==> src/rtl/pic_pkg.sv <==
// Shared definitions for the masked priority interrupt controller.
// Assumes a two-bit register address space.
package pic_pkg;
    typedef enum logic [1:0] {
        SEL_PEND = 2'd0,
        SEL_MASK = 2'd1,
        SEL_CTRL = 2'd2,
        SEL_NONE = 2'd3
    } reg_sel_e;

    localparam int CTRL_EN_BIT = 0;
    localparam int CTRL_ST_BIT = 1;
endpackage

==> src/rtl/pic_req_latch.sv <==
// Records rising edges of the request lines into pending bits; software
// clears bits with a clear vector. Assumes requests are already synchronous.
module pic_req_latch #(
    parameter int NUM_SRC = 4
) (
    input  logic               clk,
    input  logic               rst_n,
    input  logic [NUM_SRC-1:0] src_i,
    input  logic [NUM_SRC-1:0] clr_i,
    output logic [NUM_SRC-1:0] pend_o
);
    logic [NUM_SRC-1:0] src_q;
    logic [NUM_SRC-1:0] pend_q;
    logic [NUM_SRC-1:0] rise;

    // detect a 0-to-1 change since the previous edge
    assign rise = src_i & ~src_q;

    // remember last request level
    always_ff @(posedge clk) begin
        if (!rst_n) src_q <= '0;
        else        src_q <= src_i;
    end

    // pending bits: a new edge wins over a clear
    always_ff @(posedge clk) begin
        if (!rst_n) pend_q <= '0;
        else        pend_q <= (pend_q & ~clr_i) | rise;
    end

    assign pend_o = pend_q;

    for (genvar i = 0; i < NUM_SRC; i++) begin : g_chk
        assert_edge_sets_R2: assert property (@(posedge clk) disable iff (!rst_n)
            (src_i[i] && !src_q[i]) |=> pend_q[i]);
        assert_clear_works_R3: assert property (@(posedge clk) disable iff (!rst_n)
            (clr_i[i] && !(src_i[i] && !src_q[i])) |=> !pend_q[i]);
    end
endmodule

==> src/rtl/pic_prio_enc.sv <==
// Fixed-priority encoder: the lowest index among the requests wins.
// Purely combinational. Assumes NUM_SRC fits in IDX_W bits.
module pic_prio_enc #(
    parameter int NUM_SRC = 4,
    parameter int IDX_W   = 2
) (
    input  logic [NUM_SRC-1:0] req_i,
    output logic [NUM_SRC-1:0] grant_o,
    output logic [IDX_W-1:0]   idx_o,
    output logic               any_o
);
    logic [NUM_SRC:0] blocked;

    assign blocked[0] = 1'b0;

    // priority chain: a request blocks every higher index
    for (genvar i = 0; i < NUM_SRC; i++) begin : g_chain
        assign grant_o[i]   = req_i[i] & ~blocked[i];
        assign blocked[i+1] = blocked[i] | req_i[i];
    end

    // binary index of the single granted line
    always_comb begin
        idx_o = '0;
        for (int i = 0; i < NUM_SRC; i++) begin
            if (grant_o[i]) idx_o = idx_o | IDX_W'(i);
        end
    end

    assign any_o = blocked[NUM_SRC];
endmodule

==> src/rtl/pic_ack_ctrl.sv <==
// Holds the global enable and captures the vector on an acknowledge.
// Assumes ack_i is synchronous; the acknowledge clear beats a software write.
module pic_ack_ctrl #(
    parameter int          VEC_W    = 8,
    parameter int          IDX_W    = 2,
    parameter logic [7:0]  VEC_BASE = 8'h40
) (
    input  logic             clk,
    input  logic             rst_n,
    input  logic             ack_i,
    input  logic             en_wr_i,
    input  logic             en_wdata_i,
    input  logic [IDX_W-1:0] idx_i,
    output logic             en_o,
    output logic [VEC_W-1:0] vec_o,
    output logic             vec_valid_o
);
    logic             ack_q;
    logic             ack_rise;
    logic             en_q;
    logic             valid_q;
    logic [VEC_W-1:0] vec_q;
    logic [VEC_W-1:0] vec_new;

    assign ack_rise = ack_i & ~ack_q;

    // build the vector: base with the index in bits [IDX_W:1]
    always_comb begin
        vec_new = VEC_W'(VEC_BASE);
        vec_new[IDX_W:1] = idx_i;
    end

    // track acknowledge level for edge detection
    always_ff @(posedge clk) begin
        if (!rst_n) ack_q <= 1'b0;
        else        ack_q <= ack_i;
    end

    // global enable: written by software, cleared by acknowledge
    always_ff @(posedge clk) begin
        if (!rst_n)       en_q <= 1'b0;
        else if (ack_rise) en_q <= 1'b0;
        else if (en_wr_i)  en_q <= en_wdata_i;
    end

    // vector capture and valid window
    always_ff @(posedge clk) begin
        if (!rst_n) begin
            valid_q <= 1'b0;
            vec_q   <= '0;
        end else if (ack_rise) begin
            valid_q <= 1'b1;
            vec_q   <= vec_new;
        end else if (!ack_i) begin
            valid_q <= 1'b0;
        end
    end

    assign en_o        = en_q;
    assign vec_valid_o = valid_q;
    assign vec_o       = valid_q ? vec_q : '0;

    assert_ack_drops_en_R8: assert property (@(posedge clk) disable iff (!rst_n)
        (ack_i && !ack_q) |=> (!en_q && valid_q));
    assert_vec_held_R9: assert property (@(posedge clk) disable iff (!rst_n)
        (valid_q && $past(valid_q)) |-> $stable(vec_o));
endmodule

==> src/rtl/pic_unit.sv <==
// Top of the masked priority interrupt controller: pending latch, mask
// register, fixed-priority encoder and acknowledge control.
// Assumes all inputs are synchronous to clk.
module pic_unit #(
    parameter int         NUM_SRC  = 4,
    parameter int         DATA_W   = 8,
    parameter int         VEC_W    = 8,
    parameter logic [7:0] VEC_BASE = 8'h40
) (
    input  logic               clk,
    input  logic               rst_n,
    input  logic [NUM_SRC-1:0] irq_src_i,
    input  logic               reg_wr_i,
    input  logic [1:0]         reg_addr_i,
    input  logic [DATA_W-1:0]  reg_wdata_i,
    output logic [DATA_W-1:0]  reg_rdata_o,
    output logic               irq_o,
    input  logic               ack_i,
    output logic [VEC_W-1:0]   vec_o,
    output logic               vec_valid_o
);
    import pic_pkg::*;

    localparam int IDX_W = (NUM_SRC > 1) ? $clog2(NUM_SRC) : 1;

    reg_sel_e           sel;
    logic [NUM_SRC-1:0] pend;
    logic [NUM_SRC-1:0] mask_q;
    logic [NUM_SRC-1:0] masked;
    logic [NUM_SRC-1:0] clr;
    logic [NUM_SRC-1:0] grant;
    logic [IDX_W-1:0]   win_idx;
    logic               status;
    logic               en;

    assign sel    = reg_sel_e'(reg_addr_i);
    assign clr    = (reg_wr_i && sel == SEL_PEND) ? reg_wdata_i[NUM_SRC-1:0] : '0;
    assign masked = pend & mask_q;

    pic_req_latch #(.NUM_SRC(NUM_SRC)) u_latch (
        .clk    (clk),
        .rst_n  (rst_n),
        .src_i  (irq_src_i),
        .clr_i  (clr),
        .pend_o (pend)
    );

    // mask register, written by software
    always_ff @(posedge clk) begin
        if (!rst_n)                         mask_q <= '0;
        else if (reg_wr_i && sel == SEL_MASK) mask_q <= reg_wdata_i[NUM_SRC-1:0];
    end

    pic_prio_enc #(.NUM_SRC(NUM_SRC), .IDX_W(IDX_W)) u_enc (
        .req_i   (masked),
        .grant_o (grant),
        .idx_o   (win_idx),
        .any_o   (status)
    );

    pic_ack_ctrl #(.VEC_W(VEC_W), .IDX_W(IDX_W), .VEC_BASE(VEC_BASE)) u_ack (
        .clk         (clk),
        .rst_n       (rst_n),
        .ack_i       (ack_i),
        .en_wr_i     (reg_wr_i && sel == SEL_CTRL),
        .en_wdata_i  (reg_wdata_i[CTRL_EN_BIT]),
        .idx_i       (win_idx),
        .en_o        (en),
        .vec_o       (vec_o),
        .vec_valid_o (vec_valid_o)
    );

    assign irq_o = en & status;

    // register read multiplexer
    always_comb begin
        reg_rdata_o = '0;
        case (sel)
            SEL_PEND: reg_rdata_o[NUM_SRC-1:0] = pend;
            SEL_MASK: reg_rdata_o[NUM_SRC-1:0] = mask_q;
            SEL_CTRL: begin
                reg_rdata_o[CTRL_EN_BIT] = en;
                reg_rdata_o[CTRL_ST_BIT] = status;
            end
            default:  reg_rdata_o = '0;
        endcase
    end

    assert_winner_lowest_R7: assert property (@(posedge clk) disable iff (!rst_n)
        (|masked) |-> (masked[win_idx] &&
            ((masked & ((NUM_SRC'(1) << win_idx) - NUM_SRC'(1))) == '0)));
    assert_grant_single_R7: assert property (@(posedge clk) disable iff (!rst_n)
        $onehot0(grant));
    assert_masked_quiet_R5: assert property (@(posedge clk) disable iff (!rst_n)
        (masked == '0) |-> !irq_o);
endmodule

==> config.mk <==
export PLATFORM = sky130hd
export DESIGN_NAME = pic_unit
export DESIGN_NICKNAME = d
export VERILOG_FILES = /design/src/rtl/pic_pkg.sv /design/src/rtl/pic_req_latch.sv /design/src/rtl/pic_prio_enc.sv /design/src/rtl/pic_ack_ctrl.sv /design/src/rtl/pic_unit.sv
export SDC_FILE = /design/constraint.sdc
export NUM_CORES = 1
export LEC_CHECK = 0
export ABC_AREA = 1
export BUFFER_PORTS_ARGS = -buffer_cell sky130_fd_sc_hd__clkbuf_2
export CELL_PAD_IN_SITES_DETAIL_PLACEMENT = 1
export CELL_PAD_IN_SITES_GLOBAL_PLACEMENT = 1
export CORE_ASPECT_RATIO = 1.1
export CORE_MARGIN = 1
export CORE_UTILIZATION = 32
export CTS_CLUSTER_DIAMETER = 60
export CTS_CLUSTER_SIZE = 14
export DETAILED_ROUTE_END_ITERATION = 6
export GPL_TIMING_DRIVEN = 0
export HOLD_SLACK_MARGIN = 0.1
export PLACE_DENSITY = 0.75
export SKIP_CTS_REPAIR_TIMING = 1
export SLEW_MARGIN = 20
export SYNTH_ARGS = -nofsm -noshare
export SYNTH_HDL_FRONTEND = slang
export SYNTH_HIERARCHICAL = 1
export SYNTH_SLANG_ARGS = --single-unit
==> constraint.sdc <==
create_clock -name clk -period 1.14 [get_ports clk]
set_clock_uncertainty 0.1 [all_clocks]
set_input_delay 0 -clock clk [delete_from_list [all_inputs] [get_ports clk]]
set_output_delay 0 -clock clk [all_outputs]
set_load 0.05 [all_outputs]
==> results.sh <==
export IMPL_dp_cells=216
export IMPL_p_leak_nw=0.814
export IMPL_drtPass1Iterations=4
export IMPL_cts_root_buf="clkbuf_4"
export IMPL_ys_warn_count=6
export IMPL_grt_max_degree=13
export IMPL_syn_area_per_cell_um2=6.24
export IMPL_p_total_mw=1.50
export IMPL_die_area_um2=3230
export IMPL_rows=20
export IMPL_multi_input_area_um2=412
export IMPL_min_path_type="in2reg"
export IMPL_path_cells="nand2_2 -> inv_2 -> nor2_4 -> nand3b_1 -> nand3_1 -> o211ai_1 -> buf_4"
export IMPL_drv_slew=0
export IMPL_met1Wirelength_um=1040
export IMPL_n_antenna_cell=0
export IMPL_syn_cell_area_um2=961
export IMPL_ant_nets=0
export IMPL_r2r_cells=10
export IMPL_finalNetCount=223
export IMPL_hold_violations=0
export IMPL_grt_ovfl_total=0
export IMPL_path_class="reg2out"
export IMPL_htree_levels=1
export IMPL_crit_path_max_fanout=3
export IMPL_r2r_start="u_latch/pend_o[0]$_SDFF_PN0_"
export IMPL_min_period_ns=1.49
export IMPL_peakVddDrop_uv=610
export IMPL_routedWlPerCell_um=10.5
export IMPL_top_layer_used="met4"
export IMPL_finalInstanceArea_um2=1390
export IMPL_whs_ns=0.0900
export IMPL_synthToLayoutAreaGrowth_pct=44.8
export IMPL_crit_required_ns=1.04
export IMPL_crit_slowest_cell="dfxtp_2"
export IMPL_setup_tns_ns=-0.858
export IMPL_reg2reg_to="u_ack/vec_q[2]$_SDFFE_PN0P_"
export IMPL_dp_hpwl_um=1740
export IMPL_hold_depth=5
export IMPL_failed_checks="negative setup slack"
export IMPL_clk_path_buf_depth=2
export IMPL_met2WireLength_um=1330
export IMPL_initial_core_util_pct=34.3
export IMPL_routed_via_density=4.35
export IMPL_clkTransAtPathRegs_ns=0.11
export IMPL_hp_start="reg_addr_i[0]"
export IMPL_grt_pass1_wl_um=3800
export IMPL_die_h_um=59.5
export IMPL_fmax_mhz=672
export IMPL_hold_end="u_ack/en_o$_SDFFE_PP0P_"
export IMPL_clock_sinks=18
export IMPL_drv_cap=0
export IMPL_placed_area_um2=1150
export IMPL_wl_met3_um=74
export IMPL_core_um2=2800
export IMPL_drt_initial_drc_count=22
export IMPL_drc=0
export IMPL_groute_usage_overall_pct=16.1
export IMPL_endpoint_kind="primary output"
export IMPL_ff_latch_area_um2=372
export IMPL_antenna_found_initial=0
export IMPL_syn_inst=154
export IMPL_fin_ws_ns=-0.348
export IMPL_grt_pass1_vias=941
export IMPL_vias=1030
export IMPL_die_x_um=54.3
export IMPL_min_period_over_period_pct=131
export IMPL_fillers=389
export IMPL_reg2reg_slack_ns=-0.05
export IMPL_worstPathArrival_ns=1.39
export IMPL_clk_latency_ns=0.30
export IMPL_portBuffers=22
export IMPL_p_per_area_nw_per_um2=1080
export IMPL_cts_buffers=3
export IMPL_setup_viol=5
export IMPL_cts_tree="done"
export IMPL_status="complete, but fails checks"
export IMPL_routabilityCongestion=0.760
export IMPL_slowest_delay_ns=0.36
export IMPL_routed_wl_um=2480
export IMPL_rsz0062_at_grt="yes"
export IMPL_ioPinCount=36
export IMPL_cp_start_kind="register"
export IMPL_drive_gt1_share_pct=31.4
export IMPL_fin_cells=237
-- report_power, final --
part	switching (mW)	leakage, nW	internal, mW
sequential	0.0264	0.152	0.675
clock	0.211	0.0210	0.195
combinational	0.241	0.641	0.148
-- worst max-delay path: cells and delay by family, from the launching register on --
kind / cells / cell delay [ns]
simple gates: 4 / 0.37
flops: 1 / 0.36
buf+inv: 2 / 0.26
compound gates: 1 / 0.11
-- placed cells by master (no fill, tap or decap) --
cell	count
nand3_2	1
nor2_2	2
clkbuf_8	1
nor2_4	1
nor2_1	20
o211ai_1	2
dlygate4sd3_1	13
dfxtp_1	9
buf_4	18
clkbuf_2	14
inv_1	32
nand3_1	13
buf_6	4
conb_1	9
nand2_2	2
nand2_1	37
a21oi_1	1
dfxtp_2	9
o21ai_0	1
inv_2	8
clkbuf_4	3
nand3b_1	1
o21ai_1	1
and3_1	1
o21ai_2	1
-- routing by layer --
layer / global-route usage (%) / vias to the layer above
met5: 0 / -
met4: 5.49 / 0
met3: 3.08 / 6
met2: 28.7 / 24
met1: 18.6 / 474
li1: - / 526
-- worst max-delay path by stage --
| stage | from | end | cells past startpoint |
|---|---|---|---|
| 2_1_floorplan | mask_q[0]$_SDFFE_PN0P_ | reg_rdata_o[0] | 2 |
| 3_3_place_gp | u_latch/pend_o[1]$_SDFF_PN0_ | reg_rdata_o[1] | 7 |
| 3_5_place_dp | u_latch/pend_o[0]$_SDFF_PN0_ | reg_rdata_o[1] | 7 |
| 4_1_cts | u_latch/pend_o[0]$_SDFF_PN0_ | reg_rdata_o[1] | 7 |
| 5_1_grt | mask_q[0]$_SDFFE_PN0P_ | reg_rdata_o[1] | 7 |
| 6_report | u_latch/pend_o[0]$_SDFF_PN0_ | reg_rdata_o[1] | 7 |
-- area by class of cell --
type                       instances  share of cell area, %
buffer                            10                   5.67
clock buffer                       4                   2.61
inverter                          40                   10.8
multi-input combinational         93                   29.6
sequential                        18                   26.7
tap                               33                   2.97
timing repair buffer              39                   21.7
-- stage by stage --
stage               utilization, %  worst slack, ns
global route                  49.6           -0.415
global placement              40.9           -0.114
finish                        49.6           -0.348
CTS                           42.2           -0.494
floorplan                        -          -0.0835
detailed placement            40.9           -0.144
-- state kept, by name (all words and copies together) (netlist names) --
name	cells
u_ack/en_o	1
u_ack/vec_valid_o	1
u_latch/src_q	4
u_ack/vec_q	3
mask_q	4
u_latch/pend_o	4
u_ack/ack_q	1
Power figures use the tool's default switching activity.
